File: config.mk
export PLATFORM = sky130hd
export DESIGN_NAME = irq_dispatcher
export DESIGN_NICKNAME = d
export VERILOG_FILES = /design/src/rtl/irqd_pkg.sv /design/src/rtl/irqd_regs.sv /design/src/rtl/irqd_arb.sv /design/src/rtl/irqd_mstr.sv /design/src/rtl/irq_dispatcher.sv
export SDC_FILE = /design/constraint.sdc
export NUM_CORES = 1
export LEC_CHECK = 0
export BUFFER_PORTS_ARGS = -buffer_cell sky130_fd_sc_hd__buf_4
export CAP_MARGIN = 20
export CELL_PAD_IN_SITES_DETAIL_PLACEMENT = 1
export CELL_PAD_IN_SITES_GLOBAL_PLACEMENT = 1
export CORE_MARGIN = 4
export CORE_UTILIZATION = 35
export CTS_CLUSTER_SIZE = 14
export DETAILED_ROUTE_END_ITERATION = 10
export PLACE_DENSITY_LB_ADDON = 0.2
export SYNTH_ARGS = -nofsm -noshare
export SYNTH_HDL_FRONTEND = slang
export SYNTH_SLANG_ARGS = --single-unit
export TNS_END_PERCENT = 20
File: constraint.sdc
create_clock -name clk -period 3.2 [get_ports clk]
set_input_delay 0.8 -clock clk [delete_from_list [all_inputs] [get_ports clk]]
set_output_delay 0.8 -clock clk [all_outputs]
set_load 0.01 [all_outputs]
File: src/rtl/irqd_pkg.sv
package irqd_pkg;
  typedef enum logic {
    SEL_FLAG   = 1'b0,
    SEL_ENABLE = 1'b1
  } irqd_sel_e;
endpackage

File: src/rtl/irqd_regs.sv
module irqd_regs #(
  parameter int NSRC = 5,
  parameter int DW   = 8
) (
  input  logic            clk,
  input  logic            rst_n,
  input  logic            wr_en,
  input  logic            sel,
  input  logic [DW-1:0]   wdata,
  input  logic [NSRC-1:0] src_req,
  input  logic [NSRC-1:0] clr_mask,
  output logic [DW-1:0]   rdata,
  output logic [NSRC-1:0] flag_o,
  output logic [NSRC-1:0] en_o
);
  import irqd_pkg::*;
  localparam int PADW = DW - NSRC;

  logic [NSRC-1:0] flag_q, flag_d;
  logic [DW-1:0]   en_q, en_d;
  logic            flag_ld, en_ld;

  always_comb begin
    flag_ld = wr_en && (sel == SEL_FLAG);
    en_ld   = wr_en && (sel == SEL_ENABLE);
    flag_d  = flag_ld ? wdata[NSRC-1:0] : flag_q;
    flag_d  = flag_d & ~clr_mask;
    flag_d  = flag_d | src_req;
    en_d    = en_ld ? wdata : en_q;
  end

  always_ff @(posedge clk or negedge rst_n) begin
    if (!rst_n) begin
      flag_q <= '0;
      en_q   <= '0;
    end else begin
      flag_q <= flag_d;
      if (en_ld) en_q <= en_d;
    end
  end

  generate
    if (PADW > 0) begin : g_pad
      assign rdata = (sel == SEL_FLAG) ? {{PADW{1'b1}}, flag_q} : en_q;
    end else begin : g_nopad
      assign rdata = (sel == SEL_FLAG) ? flag_q[DW-1:0] : en_q;
    end
  endgenerate

  assign flag_o = flag_q;
  assign en_o   = en_q[NSRC-1:0];
endmodule

File: src/rtl/irqd_arb.sv
module irqd_arb #(
  parameter int          NSRC     = 5,
  parameter int          DW       = 8,
  parameter logic [7:0]  VEC_BASE = 8'h40,
  parameter int          VEC_STEP = 8
) (
  input  logic [NSRC-1:0] req,
  output logic            any,
  output logic [NSRC-1:0] grant,
  output logic [DW-1:0]   vec
);
  logic [NSRC:0] lower;
  logic [DW-1:0] vec_part [NSRC];

  assign lower[0] = 1'b0;

  generate
    for (genvar i = 0; i < NSRC; i++) begin : g_chain
      localparam logic [DW-1:0] VADDR = DW'(int'(VEC_BASE) + VEC_STEP * i);
      assign grant[i]    = req[i] & ~lower[i];
      assign lower[i+1]  = lower[i] | req[i];
      assign vec_part[i] = grant[i] ? VADDR : '0;
    end
  endgenerate

  always_comb begin
    vec = '0;
    for (int i = 0; i < NSRC; i++) vec = vec | vec_part[i];
  end

  assign any = lower[NSRC];
endmodule

File: src/rtl/irqd_mstr.sv
module irqd_mstr (
  input  logic clk,
  input  logic rst_n,
  input  logic boundary,
  input  logic en_req,
  input  logic dis_req,
  input  logic take,
  output logic open_o,
  output logic ime_on,
  output logic ime_armed
);
  logic ime_q, ime_d, arm_q, arm_d;

  assign open_o = boundary && (ime_q || arm_q) && !en_req && !dis_req;

  always_comb begin
    ime_d = ime_q;
    arm_d = arm_q;
    if (take) begin
      ime_d = 1'b0;
      arm_d = 1'b0;
    end else if (boundary && dis_req) begin
      ime_d = 1'b0;
      arm_d = 1'b0;
    end else if (boundary && en_req) begin
      arm_d = 1'b1;
    end else if (boundary && arm_q) begin
      ime_d = 1'b1;
      arm_d = 1'b0;
    end
  end

  always_ff @(posedge clk or negedge rst_n) begin
    if (!rst_n) begin
      ime_q <= 1'b0;
      arm_q <= 1'b0;
    end else begin
      ime_q <= ime_d;
      arm_q <= arm_d;
    end
  end

  assign ime_on    = ime_q;
  assign ime_armed = arm_q;
endmodule

File: src/rtl/irq_dispatcher.sv
module irq_dispatcher #(
  parameter int         NSRC        = 5,
  parameter int         DW          = 8,
  parameter logic [7:0] VEC_BASE    = 8'h40,
  parameter int         VEC_STEP    = 8,
  parameter int         CYW         = 8,
  parameter int         TAKE_CYCLES = 12
) (
  input  logic            clk,
  input  logic            rst_n,
  input  logic [NSRC-1:0] src_req,
  input  logic            reg_sel,
  input  logic            reg_wr,
  input  logic [DW-1:0]   reg_wdata,
  output logic [DW-1:0]   reg_rdata,
  input  logic            instr_done,
  input  logic            ime_set,
  input  logic            ime_clr,
  output logic            take_irq,
  output logic [DW-1:0]   vector,
  output logic [CYW-1:0]  extra_cycles,
  output logic            wake
);
  logic [NSRC-1:0] flag, en, pend, grant, clr_mask;
  logic [DW-1:0]   arb_vec, vec_q;
  logic            any, open, take_now, take_q;
  logic            ime_on, ime_armed;

  irqd_regs #(.NSRC(NSRC), .DW(DW)) u_regs (
    .clk(clk), .rst_n(rst_n), .wr_en(reg_wr), .sel(reg_sel),
    .wdata(reg_wdata), .src_req(src_req), .clr_mask(clr_mask),
    .rdata(reg_rdata), .flag_o(flag), .en_o(en)
  );

  assign pend = flag & en;

  irqd_arb #(.NSRC(NSRC), .DW(DW), .VEC_BASE(VEC_BASE), .VEC_STEP(VEC_STEP)) u_arb (
    .req(pend), .any(any), .grant(grant), .vec(arb_vec)
  );

  irqd_mstr u_mstr (
    .clk(clk), .rst_n(rst_n), .boundary(instr_done), .en_req(ime_set),
    .dis_req(ime_clr), .take(take_now), .open_o(open),
    .ime_on(ime_on), .ime_armed(ime_armed)
  );

  assign take_now = open && any;
  assign clr_mask = take_now ? grant : '0;

  always_ff @(posedge clk or negedge rst_n) begin
    if (!rst_n) begin
      take_q <= 1'b0;
      vec_q  <= VEC_BASE;
    end else begin
      take_q <= take_now;
      if (take_now) vec_q <= arb_vec;
    end
  end

  assign take_irq     = take_q;
  assign vector       = vec_q;
  assign extra_cycles = take_q ? CYW'(TAKE_CYCLES) : '0;
  assign wake         = any;
endmodule

==> Yosys cells after proc, flatten, opt, wreduce, memory -nomap -nowiden <==
Cells that the tools add are included.
{ "word_totals": {"out_inout_bits": 26, "reg_bits": 24, "inputBits": 20, "wordCells": 60} }
{ "classes": {"muxes": 17, "reduce_logical": 15, "n_eq_ne": 1, "bitwise_logic": 21} }
{ "ops": {"columns": ["operator", "count"], "rows": [
  ["$mux 7", 5],
  ["$or 8x7->8", 3],
  ["$and 5x5->5", 2],
  ["$mux 5", 2],
  ["$logic_and 1x1->1", 9],
  ["$mux 1", 8],
  ["$mux 8", 1],
  ["$or 8x8->8", 1],
  ["$not 1->1", 5],
  ["$not 5->5", 1],
  ["$or 5x5->5", 1],
  ["$and 1x1->1", 4],
  ["$mux 4", 1],
  ["$or 1x1->1", 4],
  ["$reduce_bool 4->1", 1],
  ["$ne 3x2->1 const B", 1],
  ["$reduce_bool 3->1", 1],
  ["$logic_not 1->1", 2],
  ["$reduce_and 2->1", 1],
  ["$logic_or 1x1->1", 1]
]} }

==> Depth between registers and ports, before layout <==
{ "logic_depth": {"word_depth": 10, "ltp_mapped": 6, "ltp_nobuf": 4} }

==> By module <==
From an unflattened synthesis, not the netlist that was laid out.
{ "hier_totals": {"hier_cells": 119, "hier_area_um2": 1367.6} }
{ "by_module_without_submodules": {"columns": ["module", "area_each_um2", "instances", "cells_each"], "rows": [
  ["irqd_regs", 678.2, 1, 52],
  ["irq_dispatcher", 464.2, 1, 38],
  ["irqd_arb", 117.6, 1, 19],
  ["irqd_mstr", 107.6, 1, 10]
]} }

==> Worst setup path before layout <==
No wires, ideal clock.
{ "synth_timing": {"path_type": "input -> output", "from": "input port reg_sel", "to": "output port reg_rdata[0]", "setup_slack_ns": 1.056, "arrival_ns": 1.344, "required_time_ns": 2.400, "cell_stages": 2, "path_buffers": 1, "cell_sequence": "buf_2 -> mux2_2"} }
{ "synth_between": {"elab_chain_len": 1} }
{ "synth_rtl": {"columns": ["item", "line_no", "source"], "rows": [
  ["start, declared", "irq_dispatcher.sv:12", "input logic reg_sel,"],
  ["$mux 8", "irqd_regs.sv:44", "assign rdata = (sel == SEL_FLAG) ? {{PADW{1'b1}}, flag_q} : en_q;"],
  ["end, declared", "irq_dispatcher.sv:15", "output logic [DW-1:0] reg_rdata,"]
]} }
Every way passes these cells.

==> Worst setup path after layout <==
{ "layout_timing": {"from": "register u_regs.flag_q[2] (netlist: u_regs.flag_o[2])", "to": "output port wake"} }
{ "layout_between": {"elab_chain_len": 4} }
{ "layout_rtl": {"columns": ["item", "line_no", "source"], "rows": [
  ["start, declared", "irqd_regs.sv:19", "logic [NSRC-1:0] flag_q, flag_d;"],
  ["start signal, assigned", "irqd_regs.sv:37", "flag_q <= flag_d;"],
  ["$and 5x5->5", "irq_dispatcher.sv:35", "assign pend = flag & en;"],
  ["$or 1x1->1 (3 in series)", "irqd_arb.sv:21", "assign lower[i+1] = lower[i] | req[i];"],
  ["end, declared", "irq_dispatcher.sv:22", "output logic wake"]
]} }
Every way passes these cells.

==> key figures <==
Routing
  • Initial DRT Pass Iterations: 4
  • DR DRC count: 0
  • Routed WL: 2640 um
  • Via density: 5.29
  • 1st-iter DRT viols: 15
  • Remaining antenna violation count: 0
  • DR WL/cell: about 16 um
  • Vias: 851

Power and ir drop
  • P_leak: around 0.6 nW
  • Switching power: 0.000194 W
  • Sw Share: 29.2%
  • Worst vdd ir: 0.175 mV
  • Combinational power share: 28.6%
  • Part of the power in registers: 49.0%
  • PD cells: 493 nW/um^2
  • Overall power: 0.000663 W
  • Clock share of power: 22.4%
  • Int Pwr: between 0.0004 and 0.0005 W

Timing
  • Final Hold Viols: 0
  • RSZ-0062 raised after global routing: false
  • Total negative slack: 0 ns
  • Clock skew: 0.00758 ns
  • Fin crit period: roughly 2.6 ns
  • Fmax: around 380 MHz
  • Final setup fails: 0
  • Final Cycle Share: between 80 and 90%
  • Headroom to the max-slew limit: 55.9%
  • Tightest Pin Transition: 0.661 ns
  • Final slew viol count: 0
  • Setup WS post-layout: 0.570 ns

Critical path
  • Buffers & Inverters on Critical Path: 1
  • Worst reg2reg path depth: 4
  • CP Capture Type: primary output
  • Worst Setup Start Kind: flop
  • Required @ worst endpoint: 2.40 ns
  • Critical path data arrival time: 1.83 ns
  • FF-to-FF Start: u_regs.flag_o[2]$_DFF_PN0_
  • Cell family with most CP delay: compound AO/OA/AOI/OAI gates
  • Crit Path Max Fanout: 4
  • Setup crit start: u_regs.flag_o[2]$_DFF_PN0_
  • Critical Path Max Stage Delay: 0.56 ns
  • CP Cell Sequence: a222oi_1, a21boi_4, nand2_1, buf_4
  • Crit Path Class: reg2out
  • WP depth: 4
  • Critical path's slowest cell: a222oi_1
  • Setup crit end: wake
  • Reg2reg end: u_regs.flag_o[4]$_DFF_PN0_
  • Flop-to-flop setup slack: 1.44 ns

Die
  • Die Y: 63.4 um
  • Number of cell rows: 19
  • Area of the die: 4010 sq um
  • Ports: 46
  • Die W: around 63 um
  • Initial cell density of the core: 37.6%
  • Core footprint: 2850 sq um

Synthesis
  • Register bit count reported by yosys: 20
  • Cells after Synth: between 90 and 100
  • Yosys cell types: 28
  • Sequential area share after synthesis: 46.8%
  • Syn avg cell area: 11.2 sq um
  • Synth Cell Area: 1070 sq um
  • Synth warnings: 0

Clock network
  • Insertion delay to the later sink of the worst-skew pair: 0.30 ns
  • CTS tree: built
  • H-tree levels: 1
  • CTS buffer count: 3
  • Post-cts resize count: 0
  • Hold Buf Count CTS: 0
  • Clk slew on worst S/H paths: 0.12 ns
  • Clk sinks: 20
  • Root Driver: clkbuf_4
  • Post-CTS Setup Bufs: 0
  • Bufs on Longest Clock Path: 2

Final layout
  • Post-Layout Inst Area: approximately 1300 sq um
  • Fillcell total: 313
  • Non-Filler Instances: 161
  • Layout cells sized above 1: 43.8%
  • Nets: 151
  • Most frequent cells in the layout: buf_4 (35), dfrtp_1 (19), mux2_2 (13)
  • Commonest non-fill, non-tap cell in the layout: buf_4
  • Area Overhead vs Synth: 25.3%
  • Ant diodes: 0

Status
  • Outcome: complete, no violations

Placement
  • # port buffers: 35
  • Placed instance area: 1310 sq um
  • Routability cong.: 0.793
  • Dpl ws: 0.896 ns
  • Inst Count DP: approximately 160
  • HPWL Detailed: 2090 um

GRT
  • GRT Overall Usage: between 10% and 20%
  • Largest net degree at the start of global routing: 21
  • First-pass GRT wire length: between 4000 and 5000 um
  • Vias in the first global route: 937
  • Initial antenna violation count: 0
  • Global route overflow: 0

Run
  • Max-Cap Viols: 0

Min path
  • Hold Crit Class: in2async
## power by group through the flow
stage,sequential (W),combinational [W],clock [W]
floorplan,0.000332,0.000103,0
global placement,0.000327,0.000186,0
detailed placement,0.000331,0.000193,0
CTS,0.000326,0.000193,0.000155
global route,0.000333,0.000208,0.000162
finish,0.000325,0.000190,0.000148
## cell families after synthesis
family	count (synthesis)	synth area share [%]
simple gates	21	10.7
mux	16	16.5
buf+inv	18	10.7
flops	20	46.8
compound gates	20	14.9
other cells	1	0.350
## synthesized netlist by cell type (all sizes together)
master	instances	area [sq um]
dfrtp	19	475
buf	14	100
mux2	13	146
nand2	6	22.5
a21oi	4	23.8
inv	4	15.0
or2	4	25.0
a211oi	3	27.5
mux2i	3	30.0
nand2b	3	18.8
nor2b	3	18.8
o22a	3	26.3
a31oi	2	12.5
a41oi	2	17.5
nor2	2	7.51
o21ai	2	10.0
a21boi	1	18.8
a222oi	1	10.0
and4	1	10.0
conb	1	3.75
dfstp	1	26.3
nor3	1	5.00
nor3b	1	7.51
o21a	1	7.51
o22ai	1	6.26
## sequential cells by signal, summed over array words and instances, names as in the netlist
signal	count
u_mstr.ime_armed	1
u_regs.en_q	8
take_irq	1
u_mstr.ime_on	1
u_regs.flag_o	5
vector	4
## how the worst min path moves through the flow
stage,from,endpoint,slack (ns),depth (start not counted)
after global routing,rst_n,u_regs.flag_o[1]$_DFF_PN0_,0.37,1
final,rst_n,take_irq$_DFF_PN0_,0.35,1
after detailed placement,vector[5]$_DFFE_PN0P_,vector[5]$_DFFE_PN0P_,0.48,1
after floorplan,u_regs.en_q[5]$_DFFE_PN0P_,u_regs.en_q[5]$_DFFE_PN0P_,0.47,1
after global placement,u_regs.en_q[6]$_DFFE_PN0P_,u_regs.en_q[6]$_DFFE_PN0P_,0.48,1
after CTS,rst_n,take_irq$_DFF_PN0_,0.36,1
## stage by stage
stage	hold slack, ns	util [%]
4_1_cts	0.357	47.1
3_3_place_gp	0.478	45.8
3_5_place_dp	0.485	45.8
2_1_floorplan	0.470	-
5_1_grt	0.368	47.1
6_report	0.353	47.1
## area by class of cell
| cell class | instances | area (sq um) | area share (%) |
|---|---|---|---|
| clock buffers | 4 | 36.3 | 2.70 |
| inverters | 4 | 15.0 | 1.12 |
| multi-input cells | 67 | 489 | 36.4 |
| flip-flops and latches | 20 | 502 | 37.3 |
| well taps | 31 | 38.8 | 2.89 |
| repair buffers | 35 | 263 | 19.6 |
## metal layers
metal	share of wire [%]	vias up	track usage, %
met1	41	427	16.1
met4	0.49	0	4.04
met3	7.1	2	3.91
met2	51	33	25.6
li1	-	389	-
met5	0	-	0
Note: power is estimated with default switching activity, not from simulation.
